--- config.mk ---
export PLATFORM = sky130hd
export DESIGN_NAME = rx_desc_scatter
export DESIGN_NICKNAME = d
export VERILOG_FILES = /design/src/rtl/rxs_pkg.sv /design/src/rtl/rxs_ring_ptr.sv /design/src/rtl/rxs_frag_track.sv /design/src/rtl/rxs_ctrl.sv /design/src/rtl/rx_desc_scatter.sv
export SDC_FILE = /design/constraint.sdc
export NUM_CORES = 1
export LEC_CHECK = 0
export ABC_AREA = 1
export CAP_MARGIN = 40
export CORE_MARGIN = 2
export CORE_UTILIZATION = 45
export DETAILED_ROUTE_END_ITERATION = 8
export PLACE_DENSITY = 0.81
export SYNTH_ARGS = -nofsm -noshare
export SYNTH_HDL_FRONTEND = slang
export SYNTH_SLANG_ARGS = --single-unit
--- constraint.sdc ---
create_clock -name clk -period 7 [get_ports clk]
set_input_delay 1.05 -clock clk [delete_from_list [all_inputs] [get_ports clk]]
set_output_delay 1.05 -clock clk [all_outputs]
set_load 0.005 [all_outputs]
--- src/rtl/rxs_pkg.sv ---
`timescale 1ns/1ps
// Package: shared state type, descriptor field positions and stride decode
// for the receive descriptor scatter engine.
package rxs_pkg;
    localparam int WORD_W   = 32;
    localparam int LEN_W    = 16;
    localparam int OWN_BIT  = 31;
    localparam int LOL_BIT  = 30;
    localparam int FIRST_BIT = 29;
    localparam int LAST_BIT = 28;
    localparam int FLAG_PAD = 28;

    typedef enum logic [2:0] {
        ST_IDLE, ST_RD0, ST_RD1, ST_RD2, ST_DATA, ST_WB1, ST_WB0, ST_DROP
    } rxs_state_e;

    // Descriptor stride in bytes for a 2-bit select; 3 falls back to 16.
    function automatic logic [6:0] stride_bytes(input logic [1:0] sel);
        case (sel)
            2'd1:    stride_bytes = 7'd32;
            2'd2:    stride_bytes = 7'd64;
            default: stride_bytes = 7'd16;
        endcase
    endfunction
endpackage

--- src/rtl/rxs_ring_ptr.sv ---
`timescale 1ns/1ps
// Descriptor ring pointer. Holds the address of the current descriptor.
// It loads the ring base at reset, then steps by the configured stride or
// wraps to the base when the finished descriptor ended the list.
// Assumes the ring base is stable from reset onward.
module rxs_ring_ptr
    import rxs_pkg::*;
#(
    parameter int AW = 32
) (
    input  logic          clk,
    input  logic          rst_n,
    input  logic [AW-1:0] base,
    input  logic [1:0]    stride_sel,
    input  logic          advance,
    input  logic          wrap,
    output logic [AW-1:0] desc_addr
);
    // Move the pointer once per finished descriptor.
    always_ff @(posedge clk) begin
        if (!rst_n) begin
            desc_addr <= base;
        end else if (advance) begin
            desc_addr <= wrap ? base : desc_addr + AW'(stride_bytes(stride_sel));
        end
    end
endmodule

--- src/rtl/rxs_frag_track.sv ---
`timescale 1ns/1ps
// Fragment tracker. Captures one descriptor's buffer length and start
// address, then counts the bytes stored and advances the byte address.
// Assumes a nonzero buffer length and AW no wider than a memory word.
module rxs_frag_track
    import rxs_pkg::*;
#(
    parameter int AW = 32
) (
    input  logic              clk,
    input  logic              rst_n,
    input  logic              load_len,
    input  logic              load_addr,
    input  logic              step,
    input  logic [WORD_W-1:0] rdata,
    output logic [LEN_W-1:0]  buf_len,
    output logic [LEN_W-1:0]  count,
    output logic [AW-1:0]     wr_addr,
    output logic              last_slot
);
    // Capture the descriptor fields and track progress through the buffer.
    always_ff @(posedge clk) begin
        if (!rst_n) begin
            buf_len <= '0;
            count   <= '0;
            wr_addr <= '0;
        end else begin
            if (load_len) begin
                buf_len <= rdata[WORD_W-1 -: LEN_W];
                count   <= '0;
            end
            if (load_addr) wr_addr <= rdata[AW-1:0];
            if (step) begin
                count   <= count + 1'b1;
                wr_addr <= wr_addr + 1'b1;
            end
        end
    end

    // The byte being stored now takes the final free slot of the buffer.
    assign last_slot = (count == buf_len - 1'b1);
endmodule

--- src/rtl/rxs_ctrl.sv ---
`timescale 1ns/1ps
// Sequencer for the scatter engine. It walks fetch, fill and write-back
// for each descriptor, keeps the fragment position flags, and raises the
// done and error pulses. Assumes memory completes a request on mem_gnt.
module rxs_ctrl
    import rxs_pkg::*;
(
    input  logic       clk,
    input  logic       rst_n,
    input  logic       in_valid,
    input  logic       in_sof,
    input  logic       in_eof,
    input  logic       mem_gnt,
    input  logic       desc_active,
    input  logic       desc_lol,
    input  logic       last_slot,
    output rxs_state_e state,
    output logic       frag_first,
    output logic       frag_last,
    output logic       list_end,
    output logic       byte_take,
    output logic       desc_done,
    output logic       done_pulse,
    output logic       err_pulse
);
    // A byte is stored when the stream offers it and memory accepts it.
    assign byte_take = (state == ST_DATA) && in_valid && mem_gnt;
    // A descriptor is finished when its ownership word is written back.
    assign desc_done = (state == ST_WB0) && mem_gnt;

    // State transitions, fragment flags and pulse outputs.
    always_ff @(posedge clk) begin
        if (!rst_n) begin
            state      <= ST_IDLE;
            frag_first <= 1'b0;
            frag_last  <= 1'b0;
            list_end   <= 1'b0;
            done_pulse <= 1'b0;
            err_pulse  <= 1'b0;
        end else begin
            done_pulse <= 1'b0;
            err_pulse  <= 1'b0;
            case (state)
                ST_IDLE: if (in_valid && in_sof) begin
                    frag_first <= 1'b1;
                    state      <= ST_RD0;
                end
                ST_RD0: if (mem_gnt) begin
                    if (!desc_active) begin
                        err_pulse <= 1'b1;
                        state     <= ST_DROP;
                    end else begin
                        list_end <= desc_lol;
                        state    <= ST_RD1;
                    end
                end
                ST_RD1: if (mem_gnt) state <= ST_RD2;
                ST_RD2: if (mem_gnt) state <= ST_DATA;
                ST_DATA: if (byte_take) begin
                    if (in_eof) begin
                        frag_last <= 1'b1;
                        state     <= ST_WB1;
                    end else if (last_slot) begin
                        frag_last <= 1'b0;
                        state     <= ST_WB1;
                    end
                end
                ST_WB1: if (mem_gnt) state <= ST_WB0;
                ST_WB0: if (mem_gnt) begin
                    if (frag_last) begin
                        done_pulse <= 1'b1;
                        state      <= ST_IDLE;
                    end else begin
                        frag_first <= 1'b0;
                        state      <= ST_RD0;
                    end
                end
                ST_DROP: if (in_valid && in_eof) state <= ST_IDLE;
                default: state <= ST_IDLE;
            endcase
        end
    end
endmodule

--- src/rtl/rx_desc_scatter.sv ---
`timescale 1ns/1ps
// Receive descriptor scatter engine, top level. It joins the sequencer,
// the fragment tracker and the ring pointer, and builds the memory request
// for the current state. Assumes 32-bit memory words, a 16-byte aligned
// ring base, and a stream source that holds each byte until it is taken.
module rx_desc_scatter
    import rxs_pkg::*;
#(
    parameter int AW = 32
) (
    input  logic              clk,
    input  logic              rst_n,
    input  logic [AW-1:0]     cfg_ring_base,
    input  logic [1:0]        cfg_stride_sel,
    input  logic              in_valid,
    output logic              in_ready,
    input  logic [7:0]        in_data,
    input  logic              in_sof,
    input  logic              in_eof,
    output logic              mem_req,
    output logic              mem_we,
    output logic [AW-1:0]     mem_addr,
    output logic [WORD_W-1:0] mem_wdata,
    output logic [3:0]        mem_wstrb,
    input  logic              mem_gnt,
    input  logic [WORD_W-1:0] mem_rdata,
    output logic              frame_done,
    output logic              err_no_desc
);
    rxs_state_e       state;
    logic             frag_first, frag_last, list_end;
    logic             byte_take, desc_done, last_slot;
    logic [LEN_W-1:0] buf_len, count;
    logic [AW-1:0]    wr_addr, desc_addr;

    rxs_ctrl u_ctrl (
        .clk        (clk),
        .rst_n      (rst_n),
        .in_valid   (in_valid),
        .in_sof     (in_sof),
        .in_eof     (in_eof),
        .mem_gnt    (mem_gnt),
        .desc_active(mem_rdata[OWN_BIT]),
        .desc_lol   (mem_rdata[LOL_BIT]),
        .last_slot  (last_slot),
        .state      (state),
        .frag_first (frag_first),
        .frag_last  (frag_last),
        .list_end   (list_end),
        .byte_take  (byte_take),
        .desc_done  (desc_done),
        .done_pulse (frame_done),
        .err_pulse  (err_no_desc)
    );

    rxs_frag_track #(.AW(AW)) u_track (
        .clk      (clk),
        .rst_n    (rst_n),
        .load_len ((state == ST_RD1) && mem_gnt),
        .load_addr((state == ST_RD2) && mem_gnt),
        .step     (byte_take),
        .rdata    (mem_rdata),
        .buf_len  (buf_len),
        .count    (count),
        .wr_addr  (wr_addr),
        .last_slot(last_slot)
    );

    rxs_ring_ptr #(.AW(AW)) u_ring (
        .clk       (clk),
        .rst_n     (rst_n),
        .base      (cfg_ring_base),
        .stride_sel(cfg_stride_sel),
        .advance   (desc_done),
        .wrap      (list_end),
        .desc_addr (desc_addr)
    );

    // Stream acceptance: drop while idle or discarding, store while filling.
    always_comb begin
        case (state)
            ST_IDLE: in_ready = !in_sof;
            ST_DROP: in_ready = 1'b1;
            ST_DATA: in_ready = mem_gnt;
            default: in_ready = 1'b0;
        endcase
    end

    // Memory request for descriptor reads, byte stores and write-backs.
    always_comb begin
        mem_req   = 1'b0;
        mem_we    = 1'b0;
        mem_addr  = desc_addr;
        mem_wdata = '0;
        mem_wstrb = 4'h0;
        case (state)
            ST_RD0: mem_req = 1'b1;
            ST_RD1: begin
                mem_req  = 1'b1;
                mem_addr = desc_addr + AW'(4);
            end
            ST_RD2: begin
                mem_req  = 1'b1;
                mem_addr = desc_addr + AW'(8);
            end
            ST_DATA: begin
                mem_req   = in_valid;
                mem_we    = 1'b1;
                mem_addr  = {wr_addr[AW-1:2], 2'b00};
                mem_wdata = {4{in_data}};
                mem_wstrb = 4'b0001 << wr_addr[1:0];
            end
            ST_WB1: begin
                mem_req   = 1'b1;
                mem_we    = 1'b1;
                mem_addr  = desc_addr + AW'(4);
                mem_wdata = {buf_len, count};
                mem_wstrb = 4'hF;
            end
            ST_WB0: begin
                mem_req   = 1'b1;
                mem_we    = 1'b1;
                mem_wdata = {1'b0, list_end, frag_first, frag_last, FLAG_PAD'(0)};
                mem_wstrb = 4'hF;
            end
            default: ;
        endcase
    end
endmodule

# --- Word level (Yosys, flattened, before mapping) ---
# Index checks and enable logic that the tools add are counted.
op_classes:
  n_addsub: 6
  mux: 37
  n_eq_ne: 21
  reduce_logical: 23
  n_shift: 1
op_table:
  columns: ["op", "n"]
  rows:
  - ["$pmux W32 S3", 2]
  - ["$mux W32", 5]
  - ["$mux W3", 11]
  - ["$add A32 B1 Y32 const B", 1]
  - ["$add A32 B3 Y32 const B", 1]
  - ["$add A32 B4 Y32 const B", 1]
  - ["$add A32 B7 Y32", 1]
  - ["$mux W16", 2]
  - ["$pmux W3 S8", 1]
  - ["$add A16 B1 Y16 const B", 1]
  - ["$eq A16 B16 Y1", 1]
  - ["$sub A16 B1 Y16 const B", 1]
  - ["$mux W7", 2]
  - ["$ne A2 B2 Y1 const B", 7]
  - ["$pmux W7 S2", 1]
  - ["$eq A3 B3 Y1 const B", 4]
  - ["$reduce_and A3 Y1", 4]
  - ["$mux W1", 9]
  - ["$reduce_and A9 Y1", 1]
  - ["$pmux W4 S2", 1]
  - ["$reduce_bool A2 Y1", 4]
  - ["$logic_and A1 B1 Y1", 7]
  - ["$eq A3 B2 Y1 const B", 2]
  - ["$ne A2 B1 Y1 const B", 3]
  - ["13 further kinds", 15]
word_totals:
  ff_bits: 104
  output_inout_bits: 73
  in_bits: 80
  word_cells: 98

# --- Logic depth before layout (Yosys ltp) ---
logic_depth:
  depth_word: 8
  depth_mapped: 18
  mapped_depth_nobuf: 17

# --- Hierarchy ---
# A second synthesis with hierarchy kept.
hier_totals:
  hier_cells: 1659
  area_unflattened_um2: 9457.8
by_module_without_submodules:
  columns: ["mod", "area_per_inst_um2", "cells_per_inst", "seq_area_each_um2", "instances"]
  rows:
  - ["rxs_frag_track", 4209.0, 719, 1281.2, 1]
  - ["rxs_ring_ptr", 2412.3, 339, 960.9, 1]
  - ["rx_desc_scatter", 2389.8, 526, 0.0, 1]
  - ["rxs_ctrl", 446.7, 75, 160.2, 1]

# --- Worst setup path before layout ---
# No wires, ideal clock.
synth_timing:
  kind: "input to register"
  from: "input cfg_stride_sel[0]"
  to: "register u_ring.desc_addr[30], data pin"
  path_buffers: 0
  path_slack_ps: 3811
  setup_time_ps: 253
  required_ps: 6747
  cell_stages: 14
  t_arrival_ps: 2936
  cell_sequence: "inv_1 -> ha_1 -> ha_1 -> inv_1 -> fa_1 -> nor2_1 -> inv_1 -> a21oi_2 -> nand2_1 -> nor2_1 -> nand3_1 -> xnor2_1 -> nand2_1 -> nand2_1"
synth_via:
  elab_chain_len: 8
  word_cells_on_any_way: 9
  classes_between: "1 x add/sub; 2 x eq/ne; 6 x mux"
synth_rtl:
  columns: ["item", "line", "text"]
  rows:
  - ["start: declaration", "rx_desc_scatter.sv:14", "input logic [1:0] cfg_stride_sel,"]
  - ["$eq A2 B2 Y1 / $eq A2 B1 Y1 (equally long branches)", "rxs_pkg.sv:19", "case (sel)"]
  - ["$pmux W7 S2 (*)", "rxs_pkg.sv:19", null]
  - ["$mux W7 (*)", "rxs_ring_ptr.sv:23", "end else if (advance) begin"]
  - ["$mux W7 (*)", "rxs_ring_ptr.sv:21", "if (!rst_n) begin"]
  - ["$add A32 B7 Y32 (*)", "rxs_ring_ptr.sv:24", "desc_addr <= wrap ? base : desc_addr + AW'(stride_bytes(stride_sel));"]
  - ["$mux W32 (*)", "rxs_ring_ptr.sv:24", null]
  - ["$mux W32 (*)", "rxs_ring_ptr.sv:23", null]
  - ["$mux W32 (*)", "rxs_ring_ptr.sv:21", null]
  - ["end signal: assignment", "rxs_ring_ptr.sv:22", "desc_addr <= base;"]
  - ["end signal: assignment", "rxs_ring_ptr.sv:24", null]
  - ["end: declaration", "rxs_ring_ptr.sv:17", "output logic [AW-1:0] desc_addr"]
# Every way passes the cells marked *; elsewhere a longest branch is shown, timed or not. The select of a mux whose other input is x is not followed.
# A chain may end at the register's enable or synchronous reset.

# --- Worst setup path in the final report ---
layout_timing:
  from: "register u_ctrl.state[1]"
  to: "output mem_addr[31]"
layout_via:
  elab_chain_len: 3
  word_cells_on_any_way: 6
  classes_between: "4 x eq/ne; 1 x mux; 1 x reduce/logical"
layout_rtl:
  columns: ["item", "line", "text"]
  rows:
  - ["start: declaration", "rxs_ctrl.sv:17", "output rxs_state_e state,"]
  - ["start signal: assignment", "rxs_ctrl.sv:34", "state <= ST_IDLE;"]
  - ["start signal: assignment", "rxs_ctrl.sv:46", "state <= ST_RD0;"]
  - ["start signal: assignment", "rxs_ctrl.sv:51", "state <= ST_DROP;"]
  - ["$eq A3 B2 Y1 / $eq A3 B3 Y1 (equally long branches)", "rx_desc_scatter.sv:96", "case (state)"]
  - ["$reduce_or A2 Y1 (no source line)", null, null]
  - ["$pmux W32 S3 (*)", "rx_desc_scatter.sv:96", null]
  - ["end: declaration", "rx_desc_scatter.sv:22", "output logic [AW-1:0] mem_addr,"]
# Every way passes the cells marked *; elsewhere a longest branch is shown, timed or not.

==> results.cfg <==
[detailed_routing]
total_routed_length_mm = 28.96
drt-pass1-iter-count = 6
detail_route.wl_per_cell_um = 17.35
drt-initial-drc-count = 762
detail-route-antenna-nets = 0
route.detailed.vias_per_inst = 5.658
drc = 0
total_number_of_vias = 9444

[flow_run]
maxCapViolCount = 0

[hold_path]
min_path_cells = 2
holdCritStartpoint = u_track.wr_addr[12]
hold_path_class = reg2reg
hold_path_end = u_track.wr_addr[12]

[sta]
skew_ps = 5.938
setup_viol = 0
fmaxAchievable_mhz = 204.0
finalCriticalPeriod_ps = 4901
report.final.hold_viol_count = 0
final_max_slew_viol_count = 0
totalNegativeSetupSlack_ps = 0
worst-slew-pin-transition_ps = 837.9
final_min_period_over_clock_period_pct = 70.02
unrepaired_setup_endpoints_after_global_routing = false
worst_slew_slack_as_a_fraction_of_its_limit_pct = 44.01

[grt]
groute.usage.overall_pct = 28.97
antenna_found_initial = 0
grt-ovfl-total = 0
grt_pass1_vias = 8754
grt_max_degree = 61
grt_pass1_wl_mm = 45.47

[yosys]
mappedNetlistNets = 1399
avgSynthCellArea_um2 = 6.447
synth_cell_type_count = 56
synthCells = 1305
ys_seq_area_share_pct = 28.55
postSynth.asyncResetShare_pct = 0
synth_flop_cell = sky130_fd_sc_hd__dfxtp_1
yosys_reg_bits = 104
netlist_area_um2 = 8413
yosysWarnings = 0
post_synth_edffs = 32

[cells_and_area]
fin_nets = 1524
post-route-cell-area_um2 = 10380
finalNonFillerCells = 1669
diodes_inserted = 0
final-seq-area_um2 = 2402
drive_above_1_share_pct = 5.993
multi_input_gate_area_um2 = 5181
area_growth_syn_to_layout_pct = 23.39
mostFrequentLayoutCell = sky130_fd_sc_hd__nand2_1
layout.cells.most_common_list = sky130_fd_sc_hd__nand2_1, sky130_fd_sc_hd__clkdlybuf4s50_1, sky130_fd_sc_hd__inv_1, sky130_fd_sc_hd__nor2_1, sky130_fd_sc_hd__o21ai_0
fill_cells = 1830

[pwr]
leakage_nw = 4.020
peakVddDrop_mv = 0.1393
power.density_cell_area_nw_per_um2 = 291.2

[die]
top_level_ports = 153
dieHeight_um = 140.7
initial_core_util_pct = 45.43
die_width_um = 140.7
die_area_um2 = 19800
coreArea_um2 = 18520
core.rowCount = 50

[clock_tree]
cts_buffer_depth = 2
clkSlewWorstSetupHoldPaths_ps = 70
worstSkewPairLatency_ps = 370
tritoncts_clock_tree = done
post_cts_hold_buffers = 0
post_cts_resized = 0
cts_max_level = 3
clk_root_buffer_cell = sky130_fd_sc_hd__clkbuf_16
total_cts_buffers = 9
post_cts.repair.setup_buffers = 0
clkSinkCount = 104

[worst_setup_path]
endpoint_kind = primary output
crit_fanout = 31
reg2reg_slack_ps = 4120
timing.rr.end = u_track.wr_addr[16]
timing_worst_setup_path_type = reg2out
critPathRequiredTime_ps = 5950
worst_r2r_src = u_ctrl.state[2]
ff2ff_path_depth = 7
crit_arrival_ps = 3850
start_kind = flop

[placed_design]
count_of_input_and_output_buffers = 152
dpl.cell_count = 1653
detailedPlacementHpwl_mm = 22.32
detailed_place.area_um2 = 10080
gpl.final_weighted_congestion = 0.9897

[outcome]
run_status = finished clean
## Yosys cell counts, types with 3 or more instances
cell                          n  area, µm²
sky130_fd_sc_hd__o21ai_0     94      470.5
sky130_fd_sc_hd__o2111ai_1    5      43.79
sky130_fd_sc_hd__a31oi_1     11      68.82
sky130_fd_sc_hd__o21ai_1     20      100.1
sky130_fd_sc_hd__buf_2       15      75.07
sky130_fd_sc_hd__a211oi_1     9      67.56
sky130_fd_sc_hd__edfxtp_1    32      960.9
sky130_fd_sc_hd__nor2_4       9      101.4
sky130_fd_sc_hd__a22oi_1      6      45.04
sky130_fd_sc_hd__nor3_2       5      50.05
sky130_fd_sc_hd__nor4_1       6      37.54
sky130_fd_sc_hd__o21bai_1     9      67.56
sky130_fd_sc_hd__xnor2_1     13      113.9
sky130_fd_sc_hd__nand3b_1     8      60.06
sky130_fd_sc_hd__o221ai_1    11      96.34
sky130_fd_sc_hd__or2_2        4      25.02
sky130_fd_sc_hd__o311ai_1     3      26.28
sky130_fd_sc_hd__nand2_1    335       1257
sky130_fd_sc_hd__o31ai_1      3      22.52
sky130_fd_sc_hd__a311oi_1     3      26.28
sky130_fd_sc_hd__nor2_2      13      81.33
sky130_fd_sc_hd__mux2i_1      6      60.06
sky130_fd_sc_hd__nand2_2     12      75.07
sky130_fd_sc_hd__nor2_1     116      435.4
sky130_fd_sc_hd__xor2_1      33      289.0
sky130_fd_sc_hd__inv_1      150      563.0
sky130_fd_sc_hd__a21oi_1     92      460.4
sky130_fd_sc_hd__dfxtp_1     72       1441
sky130_fd_sc_hd__clkbuf_1    28      105.1
sky130_fd_sc_hd__nor3_1      24      120.1
sky130_fd_sc_hd__o211ai_1    17      127.6
sky130_fd_sc_hd__ha_1        13      162.7
sky130_fd_sc_hd__nand3_1     61      305.3
sky130_fd_sc_hd__nand4_1     23      143.9
sky130_fd_sc_hd__inv_2       14      52.55
sky130_fd_sc_hd__a221oi_1     3      26.28
## sequential cells by signal (all words and copies together) (netlist names)
signal and flops:
u_ring.desc_addr 32, u_track.buf_len 16, u_ctrl.list_end 1, u_ctrl.done_pulse 1
u_ctrl.frag_first 1, u_ctrl.err_pulse 1, u_track.wr_addr 32, u_track.count 16
u_ctrl.state 3, u_ctrl.frag_last 1
## cell families after synthesis
family	Yosys count	share of synthesized area, %
flops	104	28.55
simple gates	627	33.17
compound gates	296	20.75
buf+inv	212	9.860
fa+ha+maj	14	2.171
mux	6	0.7139
xor+xnor	46	4.789
## worst max path at each step
stage	start	to	slack, ps
detailed placement	u_ctrl.state[1]	mem_addr[5]	2580
global placement	u_ctrl.state[1]	mem_addr[5]	2620
CTS	u_ctrl.state[1]	mem_addr[31]	2190
global route	u_ctrl.state[1]	mem_addr[31]	1850
floorplan	cfg_stride_sel[0]	u_ring.desc_addr[30]	3810
finish	u_ctrl.state[1]	mem_addr[31]	2100
## critical path: stages (launching register included)
cell and delay [ps]:
sky130_fd_sc_hd__dfxtp_1 420, sky130_fd_sc_hd__nor2_1 90, sky130_fd_sc_hd__nand2_1 620, sky130_fd_sc_hd__nand2_1 580, sky130_fd_sc_hd__inv_2 410, sky130_fd_sc_hd__nor2_1 110
sky130_fd_sc_hd__nor2_1 310, sky130_fd_sc_hd__o21ai_0 190, sky130_fd_sc_hd__o21ai_1 150, sky130_fd_sc_hd__o311ai_1 120, sky130_fd_sc_hd__clkdlybuf4s50_1 470
## area by class of cell
cell class	count	area share, %
flip-flops and latches	104	23.14
multi-input cells	989	49.91
repair buffers	160	15.21
well taps	234	2.820
inverters	166	6.002
clock buffers	14	2.748
clock inverters	2	0.1687
## power by group
| part | internal (mW) | switching, mW |
|---|---|---|
| clock network | 0.286 | 0.247 |
| registers | 0.703 | 0.109 |
| logic | 0.709 | 0.969 |
## through the flow
stage | util, % | worst slack [ps] | power (mW) | hold WS [ps]
2_1_floorplan | - | 3811 | 1.787 | 443.9
3_3_place_gp | 54.40 | 2617 | 2.455 | 467.7
3_5_place_dp | 54.43 | 2582 | 2.470 | 476.6
4_1_cts | 56.06 | 2187 | 3.005 | 486.0
5_1_grt | 56.06 | 1854 | 3.222 | 509.0
6_report | 56.06 | 2099 | 3.023 | 490.1
## routing by layer
layer | vias to the layer above | wire length, µm | global-route usage, %
met5 | - | 0 | 0
met1 | 4347 | 12240 | 36.87
li1 | 4616 | - | -
met3 | 58 | 2130 | 4.212
met4 | 0 | 834 | 9.842
met2 | 423 | 13760 | 50.40
(Power assumes the default switching activity.)
